$ cat config.mk
export PLATFORM = sky130hd
export DESIGN_NAME = sctx_end_flag
export DESIGN_NICKNAME = d
export VERILOG_FILES = /design/src/rtl/sctx_pkg.sv /design/src/rtl/sctx_guard_sel.sv /design/src/rtl/sctx_guard_timer.sv /design/src/rtl/sctx_rd_qual.sv /design/src/rtl/sctx_end_flag.sv
export SDC_FILE = /design/constraint.sdc
export NUM_CORES = 1
export LEC_CHECK = 0
export BUFFER_PORTS_ARGS = -buffer_cell sky130_fd_sc_hd__clkbuf_2
export CAP_MARGIN = 10
export CORE_AREA = 2 2 39 41
export CTS_BUF_LIST = sky130_fd_sc_hd__clkbuf_2 sky130_fd_sc_hd__clkbuf_4 sky130_fd_sc_hd__clkbuf_8
export DETAILED_ROUTE_END_ITERATION = 7
export DIE_AREA = 0 0 41 43
export PLACE_DENSITY_LB_ADDON = 0.12
export SLEW_MARGIN = 10
export SYNTH_ARGS = -nofsm -noshare
export SYNTH_HDL_FRONTEND = slang
export SYNTH_SLANG_ARGS = --single-unit
$ cat constraint.sdc
create_clock -name clk -period 1.5 [get_ports clk]
set_clock_uncertainty 0.2 [all_clocks]
set_input_delay 0 -clock clk [delete_from_list [all_inputs] [get_ports clk]]
set_output_delay 0 -clock clk [all_outputs]
set_load 0.02 [all_outputs]
$ cat src/rtl/sctx_pkg.sv
package sctx_pkg;

    // Width of the half-etu guard counter
    parameter int unsigned CNT_W = 4;

    typedef logic [CNT_W-1:0] gcnt_t;

    typedef struct packed {
        logic  active;
        gcnt_t cnt;
    } gtimer_st_t;

    typedef struct packed {
        logic armed;
    } arm_st_t;

    typedef struct packed {
        logic flag;
    } flag_st_t;

endpackage

$ cat src/rtl/sctx_guard_sel.sv
module sctx_guard_sel
    import sctx_pkg::*;
#(
    parameter int unsigned TICKS_NORM = 5,
    parameter int unsigned TICKS_BLK  = 3,
    parameter int unsigned TICKS_GSM  = 2
) (
    input  logic  gsm_i,
    input  logic  blk_i,
    output gcnt_t load_o
);
    localparam int unsigned MAX_TICKS = (1 << CNT_W) - 1;

    generate
        if (TICKS_NORM > MAX_TICKS || TICKS_BLK > MAX_TICKS || TICKS_GSM > MAX_TICKS ||
            TICKS_NORM == 0 || TICKS_BLK == 0 || TICKS_GSM == 0) begin : g_bad
            initial $error("guard tick counts must be 1..%0d", MAX_TICKS);
        end
    endgenerate

    // Short guard wins over block mode
    always_comb begin
        if (gsm_i)      load_o = gcnt_t'(TICKS_GSM);
        else if (blk_i) load_o = gcnt_t'(TICKS_BLK);
        else            load_o = gcnt_t'(TICKS_NORM);
    end
endmodule

$ cat src/rtl/sctx_guard_timer.sv
module sctx_guard_timer
    import sctx_pkg::*;
(
    input  logic  clk,
    input  logic  rst_n,
    input  logic  start_i,
    input  logic  tick_i,
    input  logic  abort_i,
    input  gcnt_t load_i,
    output logic  done_o,
    output logic  busy_o
);
    gtimer_st_t st_d, st_q;

    always_comb begin
        st_d   = st_q;
        done_o = 1'b0;
        if (abort_i) begin
            st_d.active = 1'b0;
            st_d.cnt    = '0;
        end else if (start_i) begin
            // Start pulse restarts the count; a tick in the same cycle is dropped
            st_d.active = 1'b1;
            st_d.cnt    = load_i;
        end else if (st_q.active && tick_i) begin
            if (st_q.cnt == gcnt_t'(1)) begin
                done_o      = 1'b1;
                st_d.active = 1'b0;
                st_d.cnt    = '0;
            end else begin
                st_d.cnt = st_q.cnt - gcnt_t'(1);
            end
        end
    end

    always_ff @(posedge clk or negedge rst_n) begin
        if (!rst_n) st_q <= '0;
        else        st_q <= st_d;
    end

    assign busy_o = st_q.active;
endmodule

$ cat src/rtl/sctx_rd_qual.sv
module sctx_rd_qual
    import sctx_pkg::*;
(
    input  logic clk,
    input  logic rst_n,
    input  logic rd_i,
    input  logic wr0_i,
    input  logic empty_i,
    output logic clr_o
);
    arm_st_t st_d, st_q;

    always_comb begin
        st_d  = st_q;
        clr_o = wr0_i && st_q.armed;
        if (wr0_i)                st_d.armed = 1'b0;
        else if (rd_i && empty_i) st_d.armed = 1'b1;
    end

    always_ff @(posedge clk or negedge rst_n) begin
        if (!rst_n) st_q <= '0;
        else        st_q <= st_d;
    end
endmodule

$ cat src/rtl/sctx_end_flag.sv
module sctx_end_flag
    import sctx_pkg::*;
#(
    parameter int unsigned TICKS_NORM = 5,
    parameter int unsigned TICKS_BLK  = 3,
    parameter int unsigned TICKS_GSM  = 2
) (
    input  logic clk,
    input  logic rst_n,
    input  logic low_power_i,
    input  logic tx_en_i,
    input  logic err_sig_i,
    input  logic gsm_i,
    input  logic blk_i,
    input  logic char_done_i,
    input  logic half_tick_i,
    input  logic empty_i,
    input  logic empty_rd_i,
    input  logic empty_wr0_i,
    input  logic dma_fill_i,
    output logic tx_end_o
);
    gcnt_t    load_w;
    logic     sw_clr_w, done_w, busy_w, refill_w, abort_w, idle_w;
    flag_st_t st_d, st_q;

    sctx_guard_sel #(
        .TICKS_NORM(TICKS_NORM),
        .TICKS_BLK (TICKS_BLK),
        .TICKS_GSM (TICKS_GSM)
    ) u_sel (
        .gsm_i (gsm_i),
        .blk_i (blk_i),
        .load_o(load_w)
    );

    sctx_rd_qual u_qual (
        .clk    (clk),
        .rst_n  (rst_n),
        .rd_i   (empty_rd_i),
        .wr0_i  (empty_wr0_i),
        .empty_i(empty_i),
        .clr_o  (sw_clr_w)
    );

    assign refill_w = sw_clr_w || dma_fill_i;
    assign idle_w   = !tx_en_i && !err_sig_i;
    assign abort_w  = refill_w || err_sig_i || low_power_i || !tx_en_i;

    sctx_guard_timer u_timer (
        .clk    (clk),
        .rst_n  (rst_n),
        .start_i(char_done_i),
        .tick_i (half_tick_i),
        .abort_i(abort_w),
        .load_i (load_w),
        .done_o (done_w),
        .busy_o (busy_w)
    );

    always_comb begin
        st_d = st_q;
        if (low_power_i)                      st_d.flag = 1'b1;
        else if (idle_w)                      st_d.flag = 1'b1;
        else if (refill_w)                    st_d.flag = 1'b0;
        else if (done_w && empty_i && !err_sig_i) st_d.flag = 1'b1;
    end

    always_ff @(posedge clk or negedge rst_n) begin
        if (!rst_n) st_q <= '{flag: 1'b1};
        else        st_q <= st_d;
    end

    assign tx_end_o = st_q.flag;
endmodule

==> impl_metrics.py, run 1 <==
metrics = {
    "logic_synthesis": {
        "synth_fp_nets": 57,
        "ys_ff_latch": 7,
        "synth_top_family_by_area": "simple AND/OR/NAND/NOR gates",
        "avgSynthCellArea_um2": 9.65,
        "syn_area_um2": 405,
        "synth_fa_ha_area_frac": 0.0617,
        "synth-compound-area-share": 0.210,
        "synth.area.mux_share": 0,
        "synth_seq_area_share": 0.435,
        "synthSimpleGateAreaFrac": 0.213,
        "synth_top_area_frac": 0.370,
        "synth_warnings": 0,
        "postSynthCellCount": 42,
        "yosysUniqueCellTypes": 21,
        "synthTopCellsByArea": "dfrtp_1 37%, a21oi_1 7.4%, dfstp_2 6.5%",
        "synth_xor_xnor_area_share": 0.0432,
        "synth_top_area_cell": "dfrtp_1",
    },
    "clock_network": {
        "cts_buffers": 3,
        "cts_tree": "built",
        "clk_pin_slew_worst_paths_ns": 0.05,
        "cts_sinks": 7,
        "htree_num_levels": 1,
        "clk_latency_ns": 0.25,
        "cts_root_buf": "clkbuf_4",
        "cts_max_path_buffers": 2,
    },
    "grt": {
        "grt_pass1_vias": 425,
        "grt_max_degree": 10,
        "track_usage": 0.158,
        "grt-ovfl-total": 0,
        "grt_pass1_wl_um": 1780,
        "antenna_found_initial": 0,
    },
    "layout": {
        "syn_to_final_growth_pct": 61.7,
        "fin_area_um2": 656,
        "nets": 88,
        "n_antenna_cell": 0,
        "final_layout_size_suffix_gt1_frac": 0.319,
        "final_cell_mix": "13 x dlygate4sd3_1, 13 x clkbuf_2, 7 x nor2_1",
    },
    "drt": {
        "dr_total_vias": 431,
        "wirelength_um": 1090,
        "vias_per_cell": 4.90,
        "drc_errors": 0,
        "wire_per_inst_um": 12.4,
        "detail-route-antenna-nets": 0,
        "drt_iter0_markers": 6,
        "first_pass_iters": 4,
    },
    "setup_path": {
        "crit_buf_inv": 1,
        "cp-startpoint": "u_timer.st_q[0]$_DFFE_PN0P_",
        "crit_type": "flop to flop",
        "reg2reg_from": "u_timer.st_q[0]$_DFFE_PN0P_",
        "arrival_ns": 1.36,
        "critical-path-top-delay-family": "flip-flops",
        "path_cells": "inv_1 -> ha_1 -> a21oi_1 -> a221oi_1 -> nor3_1",
        "endpoint_kind": "flop",
        "cp_slowest_cell": "dfrtp_2",
        "start_kind": "flop",
        "crit_required_ns": 1.43,
        "critical_path.max_fanout": 4,
        "slowest_delay_ns": 0.45,
    },
    "sta": {
        "fmax_ghz": 0.699,
        "min_period_over_period": 0.953,
        "final_hold_viol_count": 0,
        "rsz0062_at_grt": "no",
        "finalMaxSlewViolations": 0,
        "slew_headroom": 0.791,
        "fin_crit_ns": 1.43,
        "tns_ns": 0,
        "setup_viol": 0,
        "worst_pin_slew_ns": 0.310,
    },
    "placement": {
        "io_buffers": 13,
        "placedInstanceArea_um2": 494,
        "dp_hpwl_um": 737,
        "gp_congestion": 0.713,
    },
    "floorplanning": {
        "die_w_um": 41,
        "design.die.area_um2": 1760,
        "coreArea_um2": 1380,
        "start_util": 0.293,
        "io_pins": 14,
        "dieHeight_um": 43,
        "row_count": 14,
    },
    "pwr": {
        "ir_worst_vdd_mv": 0.306,
        "power.leakage_nw": 0.279,
        "p_per_area_nw_per_um2": 723,
    },
    "min_path": {
        "hold_class": "primary input to async pin",
    },
    "outcome": {
        "status": "finished, final reports clean",
    },
    "job": {
        "maxCapViolCount": 0,
    },
}
## cell families (layout without fill, tap and decap cells)
group,Yosys count,in the layout
and+or+nand+nor,14,14
AOI/OAI and AO/OA,13,13
DFF,7,7
buffers and inverters,4,34
adders and majority gates,2,2
xor gates and xnor gates,2,2
## sequential cells by signal, summed over array words and instances, names as in the netlist
signal          flops
tx_end_o            1
u_qual.st_q         1
u_timer.busy_o      1
u_timer.st_q        4
## power by group
group | switching (mW) | internal, mW
combinational | 0.0342 | 0.0453
sequential | 0.00506 | 0.196
clock | 0.0739 | 0.120
## through the flow
step	cells	hold WS [ns]	utilization	setup slack, ns	power [mW]
3_5_place_dp	71	-0.347	0.357	0.0278	0.257
6_report	88	0.0255	0.474	0.0702	0.474
5_1_grt	88	0.0351	0.474	0.00527	0.503
4_1_cts	88	0.0211	0.473	0.0234	0.485
3_3_place_gp	71	-0.345	0.357	0.0263	0.257
2_1_floorplan	42	-0.496	-	0.0989	0.227
## timing repair
action / CTS / global route
endpoints found under the setup margin: 0 / 3
endpoints found under the hold margin: 14 / 1
buffers inserted: 0 / 0
hold buffers: 13 / 1
gates resized for setup: 0 / 1
## cell usage after synthesis (all sizes together)
cell type and instances:
nor2 7, a21oi 6, dfrtp 6, inv 3, a211oi 2, ha 2, nand2 2, nor4 2
xnor2 2, a221oi 1, a311o 1, clkbuf 1, dfstp 1, nand3 1, nand4 1, nor3 1
o21ai 1, o31ai 1, o41ai 1
## path summary, 6_finish.rpt
kind                                                    end  slack [ns]  cells past startpoint
worst min register to register      u_qual.st_q$_DFFE_PN0P_        0.33                      2
worst max-delay path            u_timer.st_q[2]$_DFFE_PN0P_        0.07                      5
max in group asynchronous       u_timer.st_q[0]$_DFFE_PN0P_        0.32                      3
worst max register to register  u_timer.st_q[2]$_DFFE_PN0P_        0.07                      5
worst min-delay path                   tx_end_o$_DFFE_PN1P_        0.03                      2
min in group clk                    u_qual.st_q$_DFFE_PN0P_        0.26                      3
## area by class of cell
| type | instances | area, um2 |
|---|---|---|
| Clock buffer | 4 | 30.0 |
| Fill cell | 136 | 728 |
| Inverter | 3 | 11.3 |
| Multi-Input combinational cell | 31 | 214 |
| Sequential cell | 7 | 178 |
| Tap cell | 16 | 20.0 |
| Timing Repair Buffer | 27 | 203 |
## layer usage
layer,global-route usage,vias up,wire [um]
met5,0,-,0
li1,-,212,-
met3,0.0628,2,47
met2,0.253,15,577
met4,0.0600,0,14
met1,0.179,202,446
(Power assumes the default switching activity.)
==> inputs of run 2 (changes only) <==
Settings changed: RECOVER_POWER set to 100.
==> run 2 against run 1 <==
- first-iteration DRC count decreased by 17%
- combinational power decreased by 1%
- sequential power about the same
- sequential share of layout area increased by 0.21 points
- critical path depth unchanged
- core utilization decreased by 0.36 points
- power about the same
- critical path type unchanged
- largest cell class unchanged
- largest power group unchanged
==> impl_metrics.py, run 2 (synthesis gave the netlist of run 1 again) <==
metrics = {
    "clock_network": {
        "cts_sinks": 7,
        "cts_tree": "built",
        "clk_latency_ns": 0.26,
        "cts_buffers": 3,
        "htree_num_levels": 1,
        "cts_root_buf": "clkbuf_4",
        "cts_max_path_buffers": 2,
        "post_cts_buffers": 0,
        "clk_pin_slew_worst_paths_ns": 0.05,
    },
    "drt": {
        "detail-route-antenna-nets": 0,
        "dr_total_vias": 424,
        "wirelength_um": 1090,
        "first_pass_iters": 4,
        "vias_per_cell": 4.82,
        "drc_errors": 0,
        "drt_iter0_markers": 5,
        "wire_per_inst_um": 12.4,
    },
    "setup_path": {
        "crit_required_ns": 1.44,
        "arrival_ns": 1.36,
        "start_kind": "flop",
        "crit_type": "flop to flop",
        "endpoint_kind": "flop",
        "critical_path.max_fanout": 4,
    },
    "sta": {
        "setup_viol": 0,
        "min_period_over_period": 0.951,
        "fmax_ghz": 0.701,
        "timing.hold.ws_ns": 0.0413,
        "tns_ns": 0,
        "fin_ws_ns": 0.0737,
        "rsz0062_at_grt": "no",
        "slew_headroom": 0.796,
        "final_hold_viol_count": 0,
        "finalMaxSlewViolations": 0,
        "worst_pin_slew_ns": 0.302,
        "fin_crit_ns": 1.43,
    },
    "pwr": {
        "ir_worst_vdd_mv": 0.308,
        "power.leakage_nw": 0.273,
        "p_per_area_nw_per_um2": 729,
    },
    "placement": {
        "gp_congestion": 0.713,
        "io_buffers": 13,
        "dp_hpwl_um": 737,
        "place_ws_ns": 0.0278,
    },
    "floorplanning": {
        "dieHeight_um": 43,
        "design.die.area_um2": 1760,
        "coreArea_um2": 1380,
        "start_util": 0.293,
        "die_w_um": 41,
        "io_pins": 14,
        "row_count": 14,
    },
    "layout": {
        "syn_to_final_growth_pct": 60.5,
        "nets": 88,
        "final_common_cell": "dlygate4sd3_1",
        "regMostFlops": "u_timer.st_q",
        "n_antenna_cell": 0,
        "final_cell_mix": "13 x dlygate4sd3_1, 11 x clkbuf_2, 7 x nor2_1",
        "final_layout_size_suffix_gt1_frac": 0.278,
        "largest_reg_flops": 4,
    },
    "grt": {
        "track_usage": 0.158,
        "grt_pass1_vias": 425,
        "grt_pass1_wl_um": 1780,
        "antenna_found_initial": 0,
        "grt_max_degree": 10,
        "grt-ovfl-total": 0,
    },
    "min_path": {
        "hold_class": "primary input to async pin",
    },
    "job": {
        "maxCapViolCount": 0,
    },
    "outcome": {
        "status": "finished, final reports clean",
    },
}
[run 2: cell counts in the layout (fill, tap and decap cells not counted)]
No cell type changed its count.
[run 2: report_power, final]
group / total (mW) / internal (mW) / switching, mW
sequential: 0.201 / 0.196 / 0.00492
clock: 0.195 / 0.120 / 0.0751
combinational: 0.0784 / 0.0443 / 0.0341
[run 2: what timing repair did]
item	4_1_cts	5_1_grt
resized for setup	0	1
hold buffers	13	1
hold endpoints to repair	14	1
setup endpoints to repair	0	3
[run 2: worst max-delay path: stages (launching register included)]
cell	delay, ns
dfrtp_2	0.45
inv_1	0.07
ha_1	0.17
a21oi_1	0.07
a221oi_1	0.27
nor3_1	0.08
[run 2: final cells by class]
type	instances	area [um2]
fill	138	733
multi-input combinational	31	211
timing repair buffer	27	200
sequential	7	178
clock buffer	4	30.0
tap	16	20.0
inverter	3	11.3
[run 2: through the flow]
stage / area, um2 / utilization / power (mW) / instances
after CTS: 654 / 0.473 / 0.485 / 88
final: 651 / 0.470 / 0.474 / 88
after global placement: 494 / 0.357 / 0.257 / 71
after global routing: 651 / 0.470 / 0.501 / 88
after floorplan: 405 / - / 0.227 / 42
after detailed placement: 494 / 0.357 / 0.257 / 71
[run 2: path summary, 6_finish.rpt]
kind	start	end	slack (ns)	cells past startpoint
hold / removal	rst_n	tx_end_o$_DFFE_PN1P_	0.04	2
hold reg to reg	u_qual.st_q$_DFFE_PN0P_	u_qual.st_q$_DFFE_PN0P_	0.34	2
setup / recovery	u_timer.st_q[0]$_DFFE_PN0P_	u_timer.st_q[2]$_DFFE_PN0P_	0.07	5
setup reg to reg	u_timer.st_q[0]$_DFFE_PN0P_	u_timer.st_q[2]$_DFFE_PN0P_	0.07	5
min in group clk	empty_wr0_i	u_qual.st_q$_DFFE_PN0P_	0.26	3
max in group asynchronous	rst_n	u_timer.st_q[0]$_DFFE_PN0P_	0.29	3
[run 2: routing by layer]
layer  vias up  routed length (um)  track usage
li1        214                   -            -
met1       193                 448        0.179
met2        15                 572        0.253
met3         2                  53       0.0628
met4         0                  14       0.0600
met5         -                   0            0
